### src/rtl/irq_merge_pkg.sv
package irq_merge_pkg;
  // Request pins presented by every endpoint slot.
  localparam int PINS_PER_SLOT = 4;

  // Shared line reached by a given slot and pin.
  function automatic int route_line(input int slot, input int pin, input int nlines);
    return (pin + slot) % nlines;
  endfunction
endpackage

### src/rtl/irq_pin_tracker.sv
module irq_pin_tracker #(
  parameter int NUM_SRC = 16
) (
  input  logic               clk,
  input  logic               rst_n,
  input  logic [NUM_SRC-1:0] pin_lvl_i,
  output logic [NUM_SRC-1:0] seen_o,
  output logic [NUM_SRC-1:0] rise_o,
  output logic [NUM_SRC-1:0] fall_o
);
  logic [NUM_SRC-1:0] seen_q;
  logic [NUM_SRC-1:0] seen_d;
  logic [NUM_SRC-1:0] chg;
  logic               upd_en;

  // Next state: only a difference from the stored level is an event.
  always_comb begin
    chg    = pin_lvl_i ^ seen_q;
    upd_en = |chg;
    seen_d = pin_lvl_i;
    rise_o = chg & pin_lvl_i;
    fall_o = chg & seen_q;
  end

  always_ff @(posedge clk or negedge rst_n) begin
    if (!rst_n) begin
      seen_q <= '0;
    end else if (upd_en) begin
      seen_q <= seen_d;
    end
  end

  assign seen_o = seen_q;
endmodule

### src/rtl/irq_route_sum.sv
module irq_route_sum
  import irq_merge_pkg::*;
#(
  parameter int NUM_SLOTS = 4,
  parameter int NUM_LINES = 4,
  parameter int STEP_W    = 5
) (
  input  logic [NUM_SLOTS*PINS_PER_SLOT-1:0] rise_i,
  input  logic [NUM_SLOTS*PINS_PER_SLOT-1:0] fall_i,
  output logic [STEP_W-1:0]                  up_o [NUM_LINES],
  output logic [STEP_W-1:0]                  dn_o [NUM_LINES]
);
  for (genvar l = 0; l < NUM_LINES; l++) begin : g_line
    always_comb begin
      up_o[l] = '0;
      dn_o[l] = '0;
      for (int s = 0; s < NUM_SLOTS; s++) begin
        for (int p = 0; p < PINS_PER_SLOT; p++) begin
          if (route_line(s, p, NUM_LINES) == l) begin
            up_o[l] = up_o[l] + STEP_W'(rise_i[s*PINS_PER_SLOT+p]);
            dn_o[l] = dn_o[l] + STEP_W'(fall_i[s*PINS_PER_SLOT+p]);
          end
        end
      end
    end
  end
endmodule

### src/rtl/irq_line_counter.sv
module irq_line_counter #(
  parameter int CNT_W   = 5,
  parameter int MAX_CNT = 16
) (
  input  logic             clk,
  input  logic             rst_n,
  input  logic [CNT_W-1:0] up_i,
  input  logic [CNT_W-1:0] dn_i,
  output logic             line_o
);
  logic [CNT_W-1:0] cnt_q;
  logic [CNT_W-1:0] cnt_d;
  logic             cnt_en;

  always_comb begin
    cnt_en = (up_i != dn_i);
    cnt_d  = cnt_q + up_i - dn_i;
  end

  always_ff @(posedge clk or negedge rst_n) begin
    if (!rst_n) begin
      cnt_q <= '0;
    end else if (cnt_en) begin
      cnt_q <= cnt_d;
    end
  end

  assign line_o = |cnt_q;

  AST_NO_OVERFLOW: assert property (@(posedge clk) disable iff (!rst_n)
    cnt_q <= CNT_W'(MAX_CNT));

  AST_NO_UNDERFLOW: assert property (@(posedge clk) disable iff (!rst_n)
    dn_i <= cnt_q);
endmodule

### src/rtl/irq_line_merger.sv
module irq_line_merger
  import irq_merge_pkg::*;
#(
  parameter int NUM_SLOTS = 4,
  parameter int NUM_LINES = 4
) (
  input  logic                               clk,
  input  logic                               rst_n,
  input  logic [NUM_SLOTS*PINS_PER_SLOT-1:0] pin_lvl_i,
  output logic [NUM_LINES-1:0]               line_o
);
  localparam int NUM_SRC = NUM_SLOTS * PINS_PER_SLOT;
  localparam int CNT_W   = $clog2(NUM_SRC + 1);

  logic [NUM_SRC-1:0] seen;
  logic [NUM_SRC-1:0] rise;
  logic [NUM_SRC-1:0] fall;
  logic [CNT_W-1:0]   up   [NUM_LINES];
  logic [CNT_W-1:0]   dn   [NUM_LINES];

  irq_pin_tracker #(.NUM_SRC(NUM_SRC)) i_tracker (
    .clk       (clk),
    .rst_n     (rst_n),
    .pin_lvl_i (pin_lvl_i),
    .seen_o    (seen),
    .rise_o    (rise),
    .fall_o    (fall)
  );

  irq_route_sum #(
    .NUM_SLOTS (NUM_SLOTS),
    .NUM_LINES (NUM_LINES),
    .STEP_W    (CNT_W)
  ) i_route (
    .rise_i (rise),
    .fall_i (fall),
    .up_o   (up),
    .dn_o   (dn)
  );

  for (genvar l = 0; l < NUM_LINES; l++) begin : g_cnt
    irq_line_counter #(.CNT_W(CNT_W), .MAX_CNT(NUM_SRC)) i_cnt (
      .clk    (clk),
      .rst_n  (rst_n),
      .up_i   (up[l]),
      .dn_i   (dn[l]),
      .line_o (line_o[l])
    );
  end

  AST_IDLE_LINES_LOW: assert property (@(posedge clk) disable iff (!rst_n)
    (seen == '0) |-> (line_o == '0));

  AST_QUIET_HOLDS_LINES: assert property (@(posedge clk) disable iff (!rst_n)
    ((rise == '0) && (fall == '0)) |=> $stable(line_o));
endmodule

### config.mk
export PLATFORM = sky130hd
export DESIGN_NAME = irq_line_merger
export DESIGN_NICKNAME = d
export VERILOG_FILES = /design/src/rtl/irq_merge_pkg.sv /design/src/rtl/irq_pin_tracker.sv /design/src/rtl/irq_route_sum.sv /design/src/rtl/irq_line_counter.sv /design/src/rtl/irq_line_merger.sv
export SDC_FILE = /design/constraint.sdc
export NUM_CORES = 1
export LEC_CHECK = 0
export CORE_MARGIN = 3
export CORE_UTILIZATION = 65
export CTS_BUF_LIST = sky130_fd_sc_hd__clkbuf_4
export CTS_CLUSTER_DIAMETER = 40
export DETAILED_ROUTE_END_ITERATION = 8
export DONT_BUFFER_PORTS = 1
export PLACE_DENSITY = 0.77
export SYNTH_ARGS = -nofsm -noshare
export SYNTH_HDL_FRONTEND = slang
export SYNTH_SLANG_ARGS = --single-unit
### constraint.sdc
create_clock -name clk -period 5.3 [get_ports clk]
set_input_delay 0.265 -clock clk [delete_from_list [all_inputs] [get_ports clk]]
set_output_delay 0.265 -clock clk [all_outputs]
set_load 0.005 [all_outputs]
* Yosys cells after proc, flatten, opt, wreduce, memory -nomap -nowiden
Cells that the tools add are included.
W data, S select, Z words.
** Cells by class
- Add/subtract/negate cells :: 32
- Eq/ne operators :: 4
- Bitwise logic cells :: 3
- Reduce and logical (&&, ||, !) cells :: 5
** Operator list (count)
- $add A5 B1 Y5 :: 16
- $and A16 B16 Y16 :: 2
- $add A5 B5 Y5 :: 4
- $ne A5 B5 Y1 :: 4
- $reduce_or A5 Y1 :: 4
- $sub A5 B5 Y5 :: 4
- $add A1 B1 Y2 :: 8
- $reduce_or A16 Y1 :: 1
- $xor A16 B16 Y16 :: 1
** Storage, ports and cells
- Flip-flop bits (word level) :: 36
- Input port bits :: 18
- Output and inout port bits :: 4
- Logic and storage cells :: 49

* Logic depth before layout (Yosys ltp)
- Depth after elaboration :: 7
- Mapped depth :: 15
- Mapped depth without buffers :: 15

* Hierarchy
A second synthesis with hierarchy kept.
** Unflattened totals
- Cell total of the unflattened synthesis :: 423
- Area, all modules :: 3981.3 um2
** By module, submodules not included
- irq_line_counter :: times used 4, cells an instance 60, area each 550.5 um2, sequential area each 125.1 um2
- irq_pin_tracker :: times used 1, cells an instance 102, area each 1144.8 um2, sequential area each 400.4 um2
- irq_route_sum :: times used 1, cells an instance 81, area each 634.4 um2, sequential area each 0.0 um2

* Worst setup path after synthesis
Ideal clock, no wire load.
- Kind :: reg2reg
- From :: register i_tracker.seen_q[2], in the netlist i_tracker.seen_o[2]
- To :: register g_cnt[2].i_cnt.cnt_q[4]
- Library setup time :: 0.126 ns
- Data arrival time :: 3.517 ns
- Data required time :: 5.174 ns
- Path slack :: 1.657 ns
- Stages on the path, launching flop included :: 13
- Path buffers :: 0
- Period minus slack after synthesis :: 3.643 ns
- Path through :: dfrtp_1 > ha_1 > ha_1 > fa_1 > ha_1 > inv_1 > fa_1 > inv_1 > fa_1 > nand2b_1 > a21o_1 > a221o_1 > a311o_1
** On the way
- Word-level cells in the longest chain between the ends :: 7
- Elaborated cells between the ends (all ways) :: 12
- Classes of those cells :: add/sub (8); eq/ne (1); bitwise (3)
** Ends and longest elaborated chain
- from (decl) :: RTL line irq_pin_tracker.sv:11 : logic [NUM_SRC-1:0] seen_q;
- from (signal assigned) :: RTL line irq_pin_tracker.sv:29 : seen_q <= seen_d;
- $xor A16 B16 Y16 :: RTL line irq_pin_tracker.sv:18 : chg = pin_lvl_i ^ seen_q;
- $and A16 B16 Y16 :: RTL line irq_pin_tracker.sv:21 : rise_o = chg & pin_lvl_i;
- $add A1 B1 Y2 :: RTL line irq_route_sum.sv:20 : up_o[l] = up_o[l] + STEP_W'(rise_i[s*PINS_PER_SLOT+p]);
- $add A5 B1 Y5 (2 in series) :: RTL line irq_route_sum.sv:20
- $add A5 B5 Y5 :: RTL line irq_line_counter.sv:17 : cnt_d = cnt_q + up_i - dn_i;
- $sub A5 B5 Y5 :: RTL line irq_line_counter.sv:17
- to (signal assigned) :: RTL line irq_line_counter.sv:24 : cnt_q <= cnt_d;
- to (decl) :: RTL line irq_line_counter.sv:11 : logic [CNT_W-1:0] cnt_q;
Several ways; a longest one is shown, not always the timed one.
A chain may end at the register's enable or synchronous reset.

* Final worst setup path
- From :: register i_tracker.seen_q[3], in the netlist i_tracker.seen_o[3]
- To :: register g_cnt[3].i_cnt.cnt_q[4]
** On the way
- Word-level cells in the longest chain between the ends :: 7
- Elaborated cells between the ends (all ways) :: 12
- Classes of those cells :: add/sub (8); eq/ne (1); bitwise (3)
** Ends and longest elaborated chain (RTL line)
- $xor A16 B16 Y16 :: irq_pin_tracker.sv:18
- $and A16 B16 Y16 :: irq_pin_tracker.sv:21
- $add A1 B1 Y2 :: irq_route_sum.sv:20
- $add A5 B1 Y5 (2 in series) :: irq_route_sum.sv:20
- $add A5 B5 Y5 :: irq_line_counter.sv:17
- $sub A5 B5 Y5 :: irq_line_counter.sv:17
- to (signal assigned) :: irq_line_counter.sv:24
- to (decl) :: irq_line_counter.sv:11
Several ways; a longest one is shown, not always the timed one.

==> results.json <==
{
  "synth_ff_type": "dfrtp_1",
  "power_leakage_nw": 1.889,
  "fmax_mhz": 261.4,
  "vias": 2275,
  "mostFrequentLayoutCells": "88 x inv_1, 68 x ha_1, 36 x dfrtp_1",
  "outcome": "finished, final reports clean",
  "clockBufferDepth": 2,
  "grt_pass1_wl_mm": 10.99,
  "insertion_delay_ns": 0.36,
  "grt_pass1_vias": 2554,
  "p_per_area_mw_per_mm2": 445.6,
  "startpoint_type": "flop",
  "worstPathRequired_ns": 5.55,
  "wire_per_inst_um": 13.60,
  "skew_ns": 0.02029,
  "cts.sinks": 36,
  "tightest_slew_ns": 0.7880,
  "core_mm2": 0.004880,
  "maxSlewHeadroom_pct": 47.07,
  "grt_antenna_before_repair": 0,
  "h-tree-depth": 2,
  "grt_start_max_net_pins": 37,
  "cts_setup_buffers": 0,
  "clk_pin_slew_ns": 0.12,
  "grt_overflow": 0,
  "portBuffers": 0,
  "die_h_um": 78.27,
  "final_layout_size_suffix_gt1_share_pct": 3.857,
  "cp.arrival_ns": 4.08,
  "drtIter0Drc": 44,
  "async_reset_ff_share_pct": 100.0,
  "cts_tree": "done",
  "cts_hold_buf": 2,
  "yosysTopAreaCell": "dfrtp_1",
  "crit_type": "flop to flop",
  "dp.cells": 421,
  "dieArea_mm2": 0.006125,
  "cp_max_fo": 3,
  "synth_cell_types": 26,
  "ir_worst_vdd_v": 0.0003467,
  "firstDrtPassIters": 4,
  "regToRegSetupSlack_ns": 1.47,
  "synth.net_count": 466,
  "synth_area_leaders": "dfrtp_1 27%, ha_1 25%, fa_1 12%",
  "netlist_area_mm2": 0.003395,
  "setup_tns_ns": 0,
  "die_x_um": 78.27,
  "setup_viol": 0,
  "fin_crit_sh_pct": 72.18,
  "postRouteAntennaNets": 0,
  "synth_top_area_share_pct": 26.54,
  "synth_edf_count": 0,
  "num_antenna_cells": 0,
  "post_cts_resize_count": 0,
  "placementRows": 25,
  "initial_core_util_pct": 69.56,
  "ys_seq_area_share_pct": 26.54,
  "cts-root-buf": "clkbuf_4",
  "cts_inserted_buffers": 5,
  "total_power_mw": 1.571,
  "drv_slew": 0,
  "final_cells": 430,
  "vias_per_cell": 5.291,
  "pin_count": 22,
  "nets": 469,
  "min_path_type": "input port to flop",
  "dp_hpwl_mm": 4.775,
  "hold_viol_final": 0,
  "end_kind": "flop",
  "synth_area_per_cell_um2": 9.429,
  "ys_ff_latch": 36,
  "syn_inst": 360,
  "drcViolationCount": 0,
  "final.min_clock_period_ns": 3.825,
  "ys_warn_count": 0,
  "synthToLayoutAreaGrowth_pct": 3.870,
  "drv_cap": 0,
  "routabilityCongestion": 0.8180,
  "layout_commonest_cell": "inv_1",
  "grt.total_usage_pct": 22.62,
  "rsz0062_at_grt": "false",
  "wl_mm": 5.846
}
cells by family (layout without fill, tap and decap cells):
| kind of cell | after synthesis | after routing | synth area share [%] |
|---|---|---|---|
| xor gates and xnor gates | 13 | 13 | 3.354 |
| buffers and inverters | 95 | 98 | 11.02 |
| DFF | 36 | 36 | 26.54 |
| muxes | 8 | 8 | 2.506 |
| and+or+nand+nor | 72 | 72 | 10.43 |
| AOI/OAI and AO/OA | 48 | 48 | 9.289 |
| adders and majority gates | 88 | 88 | 36.86 |
state kept, by name, summed over array words and instances, names as in the netlist:
signal and count:
i_tracker.seen_o 16, g_cnt.i_cnt.cnt_q 20
cell usage after synthesis (4+ instances only):
cell type	count
inv_1	88
ha_1	68
dfrtp_1	36
nor2_1	22
fa_1	20
nand2_1	19
o21ai_0	19
a21oi_1	9
a21o_1	8
nand3_1	8
xnor2_1	8
nand2b_1	7
nor4_1	7
xor2_1	5
a2111oi_0	4
a221o_1	4
a311o_1	4
buf_4	4
mux2_2	4
mux2i_1	4
nand4_1	4
per-stage QoR:
stage / util, % / cell area [um2] / setup slack [ns] / hold WS [ns]
3_3_place_gp: 70.72 / 3451 / 1.555 / -0.02969
4_1_cts: 72.26 / 3526 / 1.466 / 0.05491
3_5_place_dp: 70.72 / 3451 / 1.496 / -0.02968
6_report: 72.26 / 3526 / 1.475 / 0.07118
2_1_floorplan: - / 3395 / 1.657 / -0.03059
5_1_grt: 72.26 / 3526 / 1.288 / 0.07441
worst paths after layout:
| check | from | to | depth (start not counted) |
|---|---|---|---|
| worst max-delay path | i_tracker.seen_o[3]$_DFFE_PN0P_ | g_cnt[3].i_cnt.cnt_q[4]$_DFFE_PN0P_ | 12 |
| worst min-delay path | pin_lvl_i[14] | i_tracker.seen_o[14]$_DFFE_PN0P_ | 2 |
| worst max register to register | i_tracker.seen_o[3]$_DFFE_PN0P_ | g_cnt[3].i_cnt.cnt_q[4]$_DFFE_PN0P_ | 12 |
| worst min register to register | i_tracker.seen_o[0]$_DFFE_PN0P_ | i_tracker.seen_o[0]$_DFFE_PN0P_ | 2 |
| max in group asynchronous | rst_n | g_cnt[0].i_cnt.cnt_q[3]$_DFFE_PN0P_ | 2 |
| min in group asynchronous | rst_n | i_tracker.seen_o[14]$_DFFE_PN0P_ | 2 |
metal layers:
layer  routed length, um  track usage [%]
met1                2738            28.19
met2                2821            39.04
met3                 189            4.243
met4                  96            8.392
met5                   0                0
power by group:
group | internal [mW] | total [mW] | switching, mW | leakage, nW
logic | 0.460 | 0.976 | 0.516 | 1.44
clock network | 0.0463 | 0.143 | 0.0965 | 0.0261
registers | 0.372 | 0.452 | 0.0793 | 0.419
total | 0.879 | 1.57 | 0.692 | 1.89
worst max-delay path, stage by stage (launching register included):
cell and delay, ns:
dfrtp_1 0.40, inv_1 0.06, ha_1 0.18, ha_1 0.32
fa_1 0.40, ha_1 0.33, fa_1 0.55, inv_1 0.06
fa_1 0.43, nand2b_1 0.19, a21o_1 0.19, a221o_1 0.30
a311o_1 0.32
cell type report:
class,instances,area [um2]
Inverter,88,330.3
Tap cell,67,83.83
Clock inverter,2,7.507
Timing Repair Buffer,3,37.54
Clock buffer,5,37.54
Multi-Input combinational cell,229,2128
Fill cell,394,1354
Sequential cell,36,900.9
No activity file was read; power rests on OpenSTA's default activity.
